--- config.mk ---
export PLATFORM = sky130hd
export DESIGN_NAME = rx_dual_half_buf
export DESIGN_NICKNAME = d
export VERILOG_FILES = /design/src/rtl/rxh_pkg.sv /design/src/rtl/rxh_bank.sv /design/src/rtl/rxh_fill.sv /design/src/rtl/rxh_host.sv /design/src/rtl/rx_dual_half_buf.sv
export SDC_FILE = /design/constraint.sdc
export NUM_CORES = 1
export LEC_CHECK = 0
export ABC_AREA = 1
export BUFFER_PORTS_ARGS = -buffer_cell sky130_fd_sc_hd__buf_2
export CORE_UTILIZATION = 40
export DETAILED_ROUTE_END_ITERATION = 12
export GPL_ROUTABILITY_DRIVEN = 0
export PLACE_DENSITY_LB_ADDON = 0.25
export SLEW_MARGIN = 20
export SYNTH_ARGS = -nofsm -noshare
export SYNTH_HDL_FRONTEND = slang
export SYNTH_HIERARCHICAL = 1
export SYNTH_SLANG_ARGS = --single-unit
--- constraint.sdc ---
create_clock -name clk -period 4.25 [get_ports clk]
set_input_delay 0.425 -clock clk [delete_from_list [all_inputs] [get_ports clk]]
set_output_delay 0.425 -clock clk [all_outputs]
set_load 0.03 [all_outputs]
--- src/rtl/rxh_pkg.sv ---
`timescale 1ns/1ps
package rxh_pkg;
  // default geometry of one bank
  localparam int unsigned RXH_BANK_BYTES = 32;
  localparam int unsigned RXH_DATA_W     = 8;

  typedef enum logic {
    RXH_MODE_IRQ = 1'b0,
    RXH_MODE_DMA = 1'b1
  } rxh_mode_e;
endpackage

--- src/rtl/rxh_bank.sv ---
`timescale 1ns/1ps
// Two byte banks: one write port, one registered read port.
module rxh_bank #(
  parameter int unsigned DW    = 8,
  parameter int unsigned DEPTH = 32,
  localparam int unsigned AW   = $clog2(DEPTH)
) (
  input  logic          clk,
  input  logic          we,
  input  logic          wr_bank,
  input  logic [AW-1:0] wr_addr,
  input  logic [DW-1:0] wr_data,
  input  logic          re,
  input  logic          rd_bank,
  input  logic [AW-1:0] rd_addr,
  output logic [DW-1:0] rd_data
);
  logic [DW-1:0] bank_q [2];

  for (genvar b = 0; b < 2; b++) begin : g_bank
    logic [DW-1:0] mem [DEPTH];

    always_ff @(posedge clk) begin
      if (we && (wr_bank == 1'(b))) mem[wr_addr] <= wr_data;
    end

    assign bank_q[b] = mem[rd_addr];
  end

  always_ff @(posedge clk) begin
    if (re) rd_data <= bank_q[rd_bank];
  end
endmodule

--- src/rtl/rxh_fill.sv ---
`timescale 1ns/1ps
// Receiver side: fills the tail bank and records block descriptors.
module rxh_fill #(
  parameter int unsigned DEPTH = 32,
  localparam int unsigned AW   = $clog2(DEPTH),
  localparam int unsigned CW   = $clog2(DEPTH + 1)
) (
  input  logic          clk,
  input  logic          rst_n,
  input  logic          in_valid,
  input  logic          in_last,
  input  logic          space,
  output logic          take,
  output logic          wr_bank,
  output logic [AW-1:0] wr_addr,
  output logic          blk_done,
  output logic [CW-1:0] desc_cnt [2],
  output logic          desc_eom [2],
  output logic          ovf
);
  logic          tail;
  logic [AW-1:0] fcnt;

  assign take     = in_valid && space;
  assign wr_bank  = tail;
  assign wr_addr  = fcnt;
  assign blk_done = take && (in_last || (fcnt == AW'(DEPTH - 1)));

  always_ff @(posedge clk) begin
    if (!rst_n) begin
      tail <= 1'b0;
      fcnt <= '0;
      ovf  <= 1'b0;
      for (int b = 0; b < 2; b++) begin
        desc_cnt[b] <= '0;
        desc_eom[b] <= 1'b0;
      end
    end else begin
      if (in_valid && !space) ovf <= 1'b1;
      if (blk_done) begin
        desc_cnt[tail] <= CW'(fcnt) + CW'(1);
        desc_eom[tail] <= in_last;
        tail           <= ~tail;
        fcnt           <= '0;
      end else if (take) begin
        fcnt <= fcnt + AW'(1);
      end
    end
  end
endmodule

--- src/rtl/rxh_host.sv ---
`timescale 1ns/1ps
// Host side: visible block tracking, release, notification, DMA sequencing.
module rxh_host #(
  parameter int unsigned DEPTH = 32,
  localparam int unsigned AW   = $clog2(DEPTH),
  localparam int unsigned CW   = $clog2(DEPTH + 1)
) (
  input  logic           clk,
  input  logic           rst_n,
  input  rxh_pkg::rxh_mode_e mode,
  input  logic           blk_done,
  input  logic           confirm,
  input  logic           rd_en,
  input  logic [AW-1:0]  rd_addr_in,
  input  logic           dma_ack,
  input  logic [CW-1:0]  head_cnt,
  input  logic           head_eom,
  output logic           head,
  output logic           space,
  output logic           re,
  output logic [AW-1:0]  rd_addr,
  output logic           rd_valid,
  output logic           irq_pool,
  output logic           irq_msg,
  output logic           dma_req,
  output logic [CW-1:0]  blk_count,
  output logic           blk_eom
);
  import rxh_pkg::*;

  logic [1:0]    nblk;
  logic [CW-1:0] dptr;
  logic          shown;
  logic          ack_seen;
  logic          pending;
  logic          dma_go;
  logic          release_blk;
  logic          is_dma;

  assign is_dma  = (mode == RXH_MODE_DMA);
  assign pending = (nblk != 2'd0);
  assign space   = (nblk != 2'd2);

  assign dma_req = is_dma && pending && !ack_seen && (dptr < head_cnt);
  assign dma_go  = dma_ack && dma_req;

  assign release_blk = pending &&
                       (confirm || (dma_go && ((dptr + CW'(1)) == head_cnt)));

  assign re      = pending && (dma_go || rd_en);
  assign rd_addr = dma_go ? dptr[AW-1:0] : rd_addr_in;

  assign irq_pool  = pending && !shown && !is_dma && !head_eom;
  assign irq_msg   = pending && !shown && head_eom;
  assign blk_count = pending ? head_cnt : '0;
  assign blk_eom   = pending && head_eom;

  always_ff @(posedge clk) begin
    if (!rst_n) begin
      nblk     <= 2'd0;
      head     <= 1'b0;
      dptr     <= '0;
      shown    <= 1'b0;
      ack_seen <= 1'b0;
      rd_valid <= 1'b0;
    end else begin
      nblk     <= nblk + 2'(blk_done) - 2'(release_blk);
      ack_seen <= dma_go;
      rd_valid <= re;
      if (release_blk) begin
        head  <= ~head;
        dptr  <= '0;
        shown <= 1'b0;
      end else begin
        if (dma_go)  dptr  <= dptr + CW'(1);
        if (pending) shown <= 1'b1;
      end
    end
  end
endmodule

--- src/rtl/rx_dual_half_buf.sv ---
`timescale 1ns/1ps
module rx_dual_half_buf #(
  parameter int unsigned DW    = rxh_pkg::RXH_DATA_W,
  parameter int unsigned DEPTH = rxh_pkg::RXH_BANK_BYTES,
  localparam int unsigned AW   = $clog2(DEPTH),
  localparam int unsigned CW   = $clog2(DEPTH + 1)
) (
  input  logic          clk,
  input  logic          rst_n,
  input  logic          dma_mode,
  input  logic          in_valid,
  output logic          in_ready,
  input  logic [DW-1:0] in_data,
  input  logic          in_last,
  input  logic          rd_en,
  input  logic [AW-1:0] rd_addr,
  output logic [DW-1:0] rd_data,
  output logic          rd_valid,
  input  logic          confirm,
  output logic [CW-1:0] blk_count,
  output logic          blk_eom,
  output logic          irq_pool,
  output logic          irq_msg,
  output logic          dma_req,
  input  logic          dma_ack,
  output logic          overflow
);
  import rxh_pkg::*;

  logic          space, take, wr_bank, blk_done, head, re;
  logic [AW-1:0] wr_addr, bank_rd_addr;
  logic [CW-1:0] desc_cnt [2];
  logic          desc_eom [2];
  rxh_mode_e     mode;

  assign mode     = rxh_mode_e'(dma_mode);
  assign in_ready = space;

  rxh_fill #(.DEPTH(DEPTH)) u_fill (
    .clk      (clk),
    .rst_n    (rst_n),
    .in_valid (in_valid),
    .in_last  (in_last),
    .space    (space),
    .take     (take),
    .wr_bank  (wr_bank),
    .wr_addr  (wr_addr),
    .blk_done (blk_done),
    .desc_cnt (desc_cnt),
    .desc_eom (desc_eom),
    .ovf      (overflow)
  );

  rxh_host #(.DEPTH(DEPTH)) u_host (
    .clk        (clk),
    .rst_n      (rst_n),
    .mode       (mode),
    .blk_done   (blk_done),
    .confirm    (confirm),
    .rd_en      (rd_en),
    .rd_addr_in (rd_addr),
    .dma_ack    (dma_ack),
    .head_cnt   (desc_cnt[head]),
    .head_eom   (desc_eom[head]),
    .head       (head),
    .space      (space),
    .re         (re),
    .rd_addr    (bank_rd_addr),
    .rd_valid   (rd_valid),
    .irq_pool   (irq_pool),
    .irq_msg    (irq_msg),
    .dma_req    (dma_req),
    .blk_count  (blk_count),
    .blk_eom    (blk_eom)
  );

  rxh_bank #(.DW(DW), .DEPTH(DEPTH)) u_bank (
    .clk     (clk),
    .we      (take),
    .wr_bank (wr_bank),
    .wr_addr (wr_addr),
    .wr_data (in_data),
    .re      (re),
    .rd_bank (head),
    .rd_addr (bank_rd_addr),
    .rd_data (rd_data)
  );
endmodule

### Word level (Yosys, flattened, before mapping)

Memory sizes are Yosys's and may differ from the RTL's.
Index checks and enable logic that the tools add are counted.

* bits in registers: 41
* bits in writable memories: 512
* bits of input ports: 21
* output and inout port bits: 21
* word-level logic and storage cells: 83
* memories kept: 2

* add/sub/neg operators: 5
* magnitude comparators: 4
* eq/ne operators: 3
* mux-type cells: 21
* bitwise logic cells: 5
* reduce and logical (&&, ||, !) cells: 29

Memory list
* u_bank.g_bank[0].mem: depth 32, bits a word 8, rd ports 1, clocked after Yosys merged registers in 0, write ports 1, RTL line rxh_bank.sv:21 `logic [DW-1:0] mem [DEPTH];`
* u_bank.g_bank[1].mem: depth 32, bits a word 8, rd ports 1, clocked after Yosys merged registers in 0, write ports 1, RTL line rxh_bank.sv:21

Operators with widths (number)
* two-way mux 6 bit: 5
* two-way mux 8 bit: 3
* logical AND 1 bit: 18
* bitwise mux 12 bit: 1
* two-way mux 1 bit: 8
* adder 5 x 1 -> 6 bit (second input constant): 1
* adder 6 x 1 -> 6 bit (second input constant): 1
* demux 6 bit (select 1 bit): 1
* equality test 6 bit: 1
* less-than comparator 6 bit: 1
* adder 5 x 1 -> 5 bit (second input constant): 1
* equality test 5 bit (second input constant): 1
* zero test 1 bit: 5
* two-way mux 5 bit: 1
* >= comparator 2 bit (second input constant): 2
* NOT 1 -> 2 bit: 2
* OR reduction 2 bit: 2
* logical OR 1 bit: 3
* NOT 1 bit: 3
* adder 2 x 1 -> 2 bit: 1
* bitwise mux 2 bit: 1
* less-than comparator 2 x 1 -> 1 bit (second input constant): 1
* != test 2 bit (second input constant): 1
* nonzero test 2 bit: 1
* other kinds (2): 2

### Longest topological paths before layout

An unclocked memory read counts as a cell.

* word-level depth: 12
* gate-level depth with buffers: 27
* gate-level depth less buffers: 22

### Modules after synthesis

Netlist, hierarchy kept.

Modules (own cells, without submodules)
* rxh_bank: instances 1, cells each 1829, area each 21416.8 um^2, sequential area each 15615.0 um^2
* rxh_host: instances 1, cells each 164, area each 998.5 um^2, sequential area each 240.2 um^2
* rxh_fill: instances 1, cells each 126, area each 977.2 um^2, sequential area each 420.4 um^2
* rx_dual_half_buf: instances 1, cells each 23, area each 93.8 um^2, sequential area each 0.0 um^2

### Worst setup path before layout

Ideal clock, no wire load.

* kind: register to register
* start point: reg u_host.head
* end point: reg u_bank.rd_data[5] (data pin)
* library setup time: 0.253 ns
* data arrival time: 2.726 ns
* data required time: 3.997 ns
* slack: 1.271 ns
* cell stages (with the launch flop): 27
* path buffers: 5
* period minus slack after synthesis: 2.979 ns
* cells stage by stage: dfxtp_1 buf_6 inv_2 nand2_1 nand2_1 inv_1 ha_1 inv_1 nor2_1 o21ai_0 nand3_2 nor2_4 inv_1 buf_2 o21ai_1 buf_6 inv_4 buf_8 buf_6 nand2_1 nand3_1 nand3_1 nand2_1 nand2_1 nand3_1 nand3_1 nand2_1

* longest elaborated chain between the ends: 12
* elaborated cells on any way between the ends: 13
* classes of those cells: order compare (1); mux (7); bitwise (1); reduce/logical (2); memory (2)

Ends and longest elaborated chain
* start: declaration: RTL line rxh_host.sv:18 `output logic head,`
* start signal: assignment: RTL line rxh_host.sv:71 `head <= ~head;`
* NOT 1 -> 2 bit (implied by the code) (*): RTL line rx_dual_half_buf.sv:63 `.head_cnt (desc_cnt[head]),`
* two-way mux 6 bit (implied by the code) (*) (3 in a row): RTL line rx_dual_half_buf.sv:63
* less-than comparator 6 bit (*): RTL line rxh_host.sv:44 `assign dma_req = is_dma && pending && !ack_seen && (dptr < head_cnt);`
* logical AND 1 bit (*): RTL line rxh_host.sv:44
* logical AND 1 bit (*): RTL line rxh_host.sv:45 `assign dma_go = dma_ack && dma_req;`
* two-way mux 5 bit (*): RTL line rxh_host.sv:51 `assign rd_addr = dma_go ? dptr[AW-1:0] : rd_addr_in;`
* net bank_rd_addr[0]: RTL line rx_dual_half_buf.sv:31 `logic [AW-1:0] wr_addr, bank_rd_addr;`
* memory read (32 x 8 bit)
* two-way mux 8 bit (implied by the code) (*) (3 in a row): RTL line rxh_bank.sv:31 `if (re) rd_data <= bank_q[rd_bank];`
* end signal: assignment: RTL line rxh_bank.sv:31
* end: declaration: RTL line rxh_bank.sv:16 `output logic [DW-1:0] rd_data`

Mark *: on every way through the listed nets, which the timed path passes. The rest lies on a longest branch. The select of a mux whose other input is x is not followed.
A chain may end at the register's enable or synchronous reset.

### Worst setup path after layout

* start point: reg u_host.head
* end point: reg u_bank.rd_data[7] (data pin)

Same word-level chain as after synthesis.

==> results.sh <==
export IMPL_cp_start_kind="flip-flop"
export IMPL_die_w_um=244
export IMPL_crit_path_end_kind="flip-flop"
export IMPL_dr_first_iter_drc_count=1519
export IMPL_antenna_found_initial=0
export IMPL_dieArea_um2=59700
export IMPL_fin_crit_ns=3.93
export IMPL_avgSynthCellArea_um2=11.0
export IMPL_required_ns=4.73
export IMPL_ir_worst_vdd_uv=362
export IMPL_core_area_um2=57800
export IMPL_clk_latency_ns=0.61
export IMPL_min_path_type="in -> reg"
export IMPL_hp_start="in_last"
export IMPL_hold_violations=0
export IMPL_critPathKind="reg -> reg"
export IMPL_dr_total_vias=15808
export IMPL_worst_pin_slew_ns=1.06
export IMPL_synth_seq_cells=553
export IMPL_r2r_start="u_host/head$_SDFFE_PN0P_"
export IMPL_relSlewSlack_pct=28.8
export IMPL_nets=2209
export IMPL_yosysTopAreaCell="edfxtp_1"
export IMPL_crit_arrival_ns=4.41
export IMPL_syn_inst=2142
export IMPL_routed_wl_mm=60.9
export IMPL_vias_per_cell=5.29
export IMPL_synthDistinctLibCells=36
export IMPL_clock_root_buffer="clkbuf_16"
export IMPL_num_rows=88
export IMPL_gr_total_overflow=0
export IMPL_outcome="finished clean"
export IMPL_synth_nets=2174
export IMPL_ys_top_cells_by_area="edfxtp_1, nand2_1, nand3_1, dfxtp_1, buf_2"
export IMPL_synth_warnings=6
export IMPL_io_pins=42
export IMPL_track_usage_pct=20.3
export IMPL_clk_pin_slew_ns=0.06
export IMPL_slew_violations=0
export IMPL_diodes=0
export IMPL_antenna_left=0
export IMPL_h_tree_depth=2
export IMPL_grt_pass1_vias=15139
export IMPL_startpoint="u_host/head$_SDFFE_PN0P_"
export IMPL_cp_max_fo=61
export IMPL_finalSetupViolCount=0
export IMPL_avgRoutedWirePerCell_um=20.4
export IMPL_fin_worst_skew_ns=0.0176
export IMPL_pre_cts_ws_ns=0.225
export IMPL_cts_tree="yes"
export IMPL_drc=0
export IMPL_syn_to_final_growth_pct=11.6
export IMPL_dpl_hpwl_mm=37.3
export IMPL_grt_pass1_wl_mm=91.9
export IMPL_fp_dieH_um=244
export IMPL_fillers=5280
export IMPL_drive_gt1_share_pct=9.44
export IMPL_syn_area_um2=23500
export IMPL_synth_yosys_seq_area_share_pct=69.3
export IMPL_io_buffers=41
export IMPL_layout_common_cells="nand2_1, edfxtp_1, nand3_1, nor2_1, clkbuf_16"
export IMPL_fin_ws_ns=0.318
export IMPL_finalCritPeriodShare_pct=92.5
export IMPL_maxCapViolCount=0
export IMPL_synthArstFlopShare_pct=0
export IMPL_final_common_cell="nand2_1"
export IMPL_cts_buffer_depth=3
export IMPL_fin_setup_tns_ns=0
export IMPL_synth_top_area_share_pct=66.5
export IMPL_power_density_nw_per_um2=495
export IMPL_cts_buffers=57
export IMPL_ys_flop_type="edfxtp_1"
export IMPL_start_util_pct=40.6
export IMPL_grt_max_degree=155
export IMPL_first_pass_iters=5
export IMPL_grt_setup_unrepaired="no"
export IMPL_max_freq_mhz=254
export IMPL_cts_sinks=553
export IMPL_synth_edf_count=520
export IMPL_cellLeakagePower_nw=9.56
export IMPL_cts_hold_fix_buffers=0
==> where the power goes <==
part	internal, mW	switching (mW)	total, mW
registers	6.09	0.0906	6.18
clock network	2.71	2.02	4.73
logic	0.529	1.53	2.06
==> state kept, by name (all words and copies together), names as in the netlist, 2 cells and up <==
signal             count
u_bank/g_bank.mem    512
u_fill/desc_cnt       12
u_bank/rd_data         8
u_host/dptr            6
u_fill/wr_addr         5
u_fill/desc_eom        2
u_host/nblk            2
==> cell usage after synthesis, types with 2 or more instances <==
cell type and count:
nand2_1 757, edfxtp_1 520, nand3_1 459, nor2_1 79
buf_2 62, inv_1 57, nor3_1 38, dfxtp_1 33
buf_6 27, buf_1 17, clkbuf_1 11, ha_1 11
a21oi_1 10, nand4_1 7, o21ai_0 7, o21ai_2 6
buf_4 5, inv_2 5, o21ai_1 5, nand3_2 3
nor2_4 3, xor2_1 3, buf_8 2, clkinv_1 2
nand2_4 2
==> path summary, 6_finish.rpt <==
kind / to / slack [ns] / depth (start not counted)
worst max-delay path: u_bank/rd_data[7]$_DFFE_PP_ / 0.32 / 23
worst min-delay path: u_fill/desc_eom[0]$_SDFFE_PN0P_ / 0.09 / 3
worst max register to register: u_bank/rd_data[7]$_DFFE_PP_ / 0.32 / 23
worst min register to register: u_fill/ovf$_SDFFE_PN0P_ / 0.48 / 1
==> final cells by class <==
cell class                 count  area (µm²)  share of cell area (%)
sequential                   553       16300                    62.1
multi-input combinational   1399        6230                    23.8
clock buffer                  84        1600                    6.11
tap                          765         957                    3.65
timing repair buffer         100         731                    2.79
inverter                      66         264                    1.01
clock inverter                22         154                   0.587
==> stage by stage <==
step | cells | total power, mW | cell area [µm²] | hold WS [ns] | util [%]
CTS | 2989 | 13.1 | 26200 | 0.0572 | 45.3
detailed placement | 2883 | 8.34 | 24400 | 0.456 | 42.3
global route | 2989 | 13.4 | 26200 | 0.0932 | 45.3
global placement | 2883 | 8.32 | 24400 | 0.447 | 42.2
floorplan | 2142 | 7.65 | 23500 | 0.444 | -
finish | 2989 | 13.0 | 26200 | 0.0910 | 45.3
==> layer usage <==
metal	up-vias	wire length [µm]	track usage (%)
li1	7467	-	-
met3	110	3930	4.02
met4	0	1750	6.88
met5	-	0	0
met2	534	28800	32.6
met1	7697	26400	27.6
==> timing repair <==
item | CTS | global route
gates resized for setup | 0 | 3
setup buffers | 0 | 0
endpoints found under the setup margin | 0 | 8
==> cell families (layout without fill, tap and decap cells) <==
| group | after synthesis | after routing | synth area share [%] |
|---|---|---|---|
| AND/OR/NAND/NOR | 1356 | 1356 | 24.8 |
| adder cells (fa/ha/maj) | 11 | 11 | 0.586 |
| flip-flops | 553 | 553 | 69.3 |
| buffers and inverters | 190 | 272 | 4.44 |
| AO/OA/AOI/OAI | 29 | 29 | 0.725 |
| XOR/XNOR | 3 | 3 | 0.112 |
==> critical path, cell delays in order, from the launching register on <==
cell	delay [ns]
dfxtp_1	0.48
inv_2	0.12
nand2_1	0.07
nand2_1	0.10
inv_1	0.11
ha_1	0.25
nand2_1	0.09
nor2_1	0.05
o21ai_0	0.09
nand3_2	0.14
nor2_4	0.11
inv_1	0.11
nand2_1	0.12
o21ai_4	0.12
inv_6	0.37
buf_6	0.48
nand2_1	0.10
nand3_1	0.08
nand3_1	0.17
nand2_1	0.14
nand2_1	0.08
nand3_1	0.12
nand3_1	0.13
nand2_1	0.11
(Power assumes the default switching activity.)
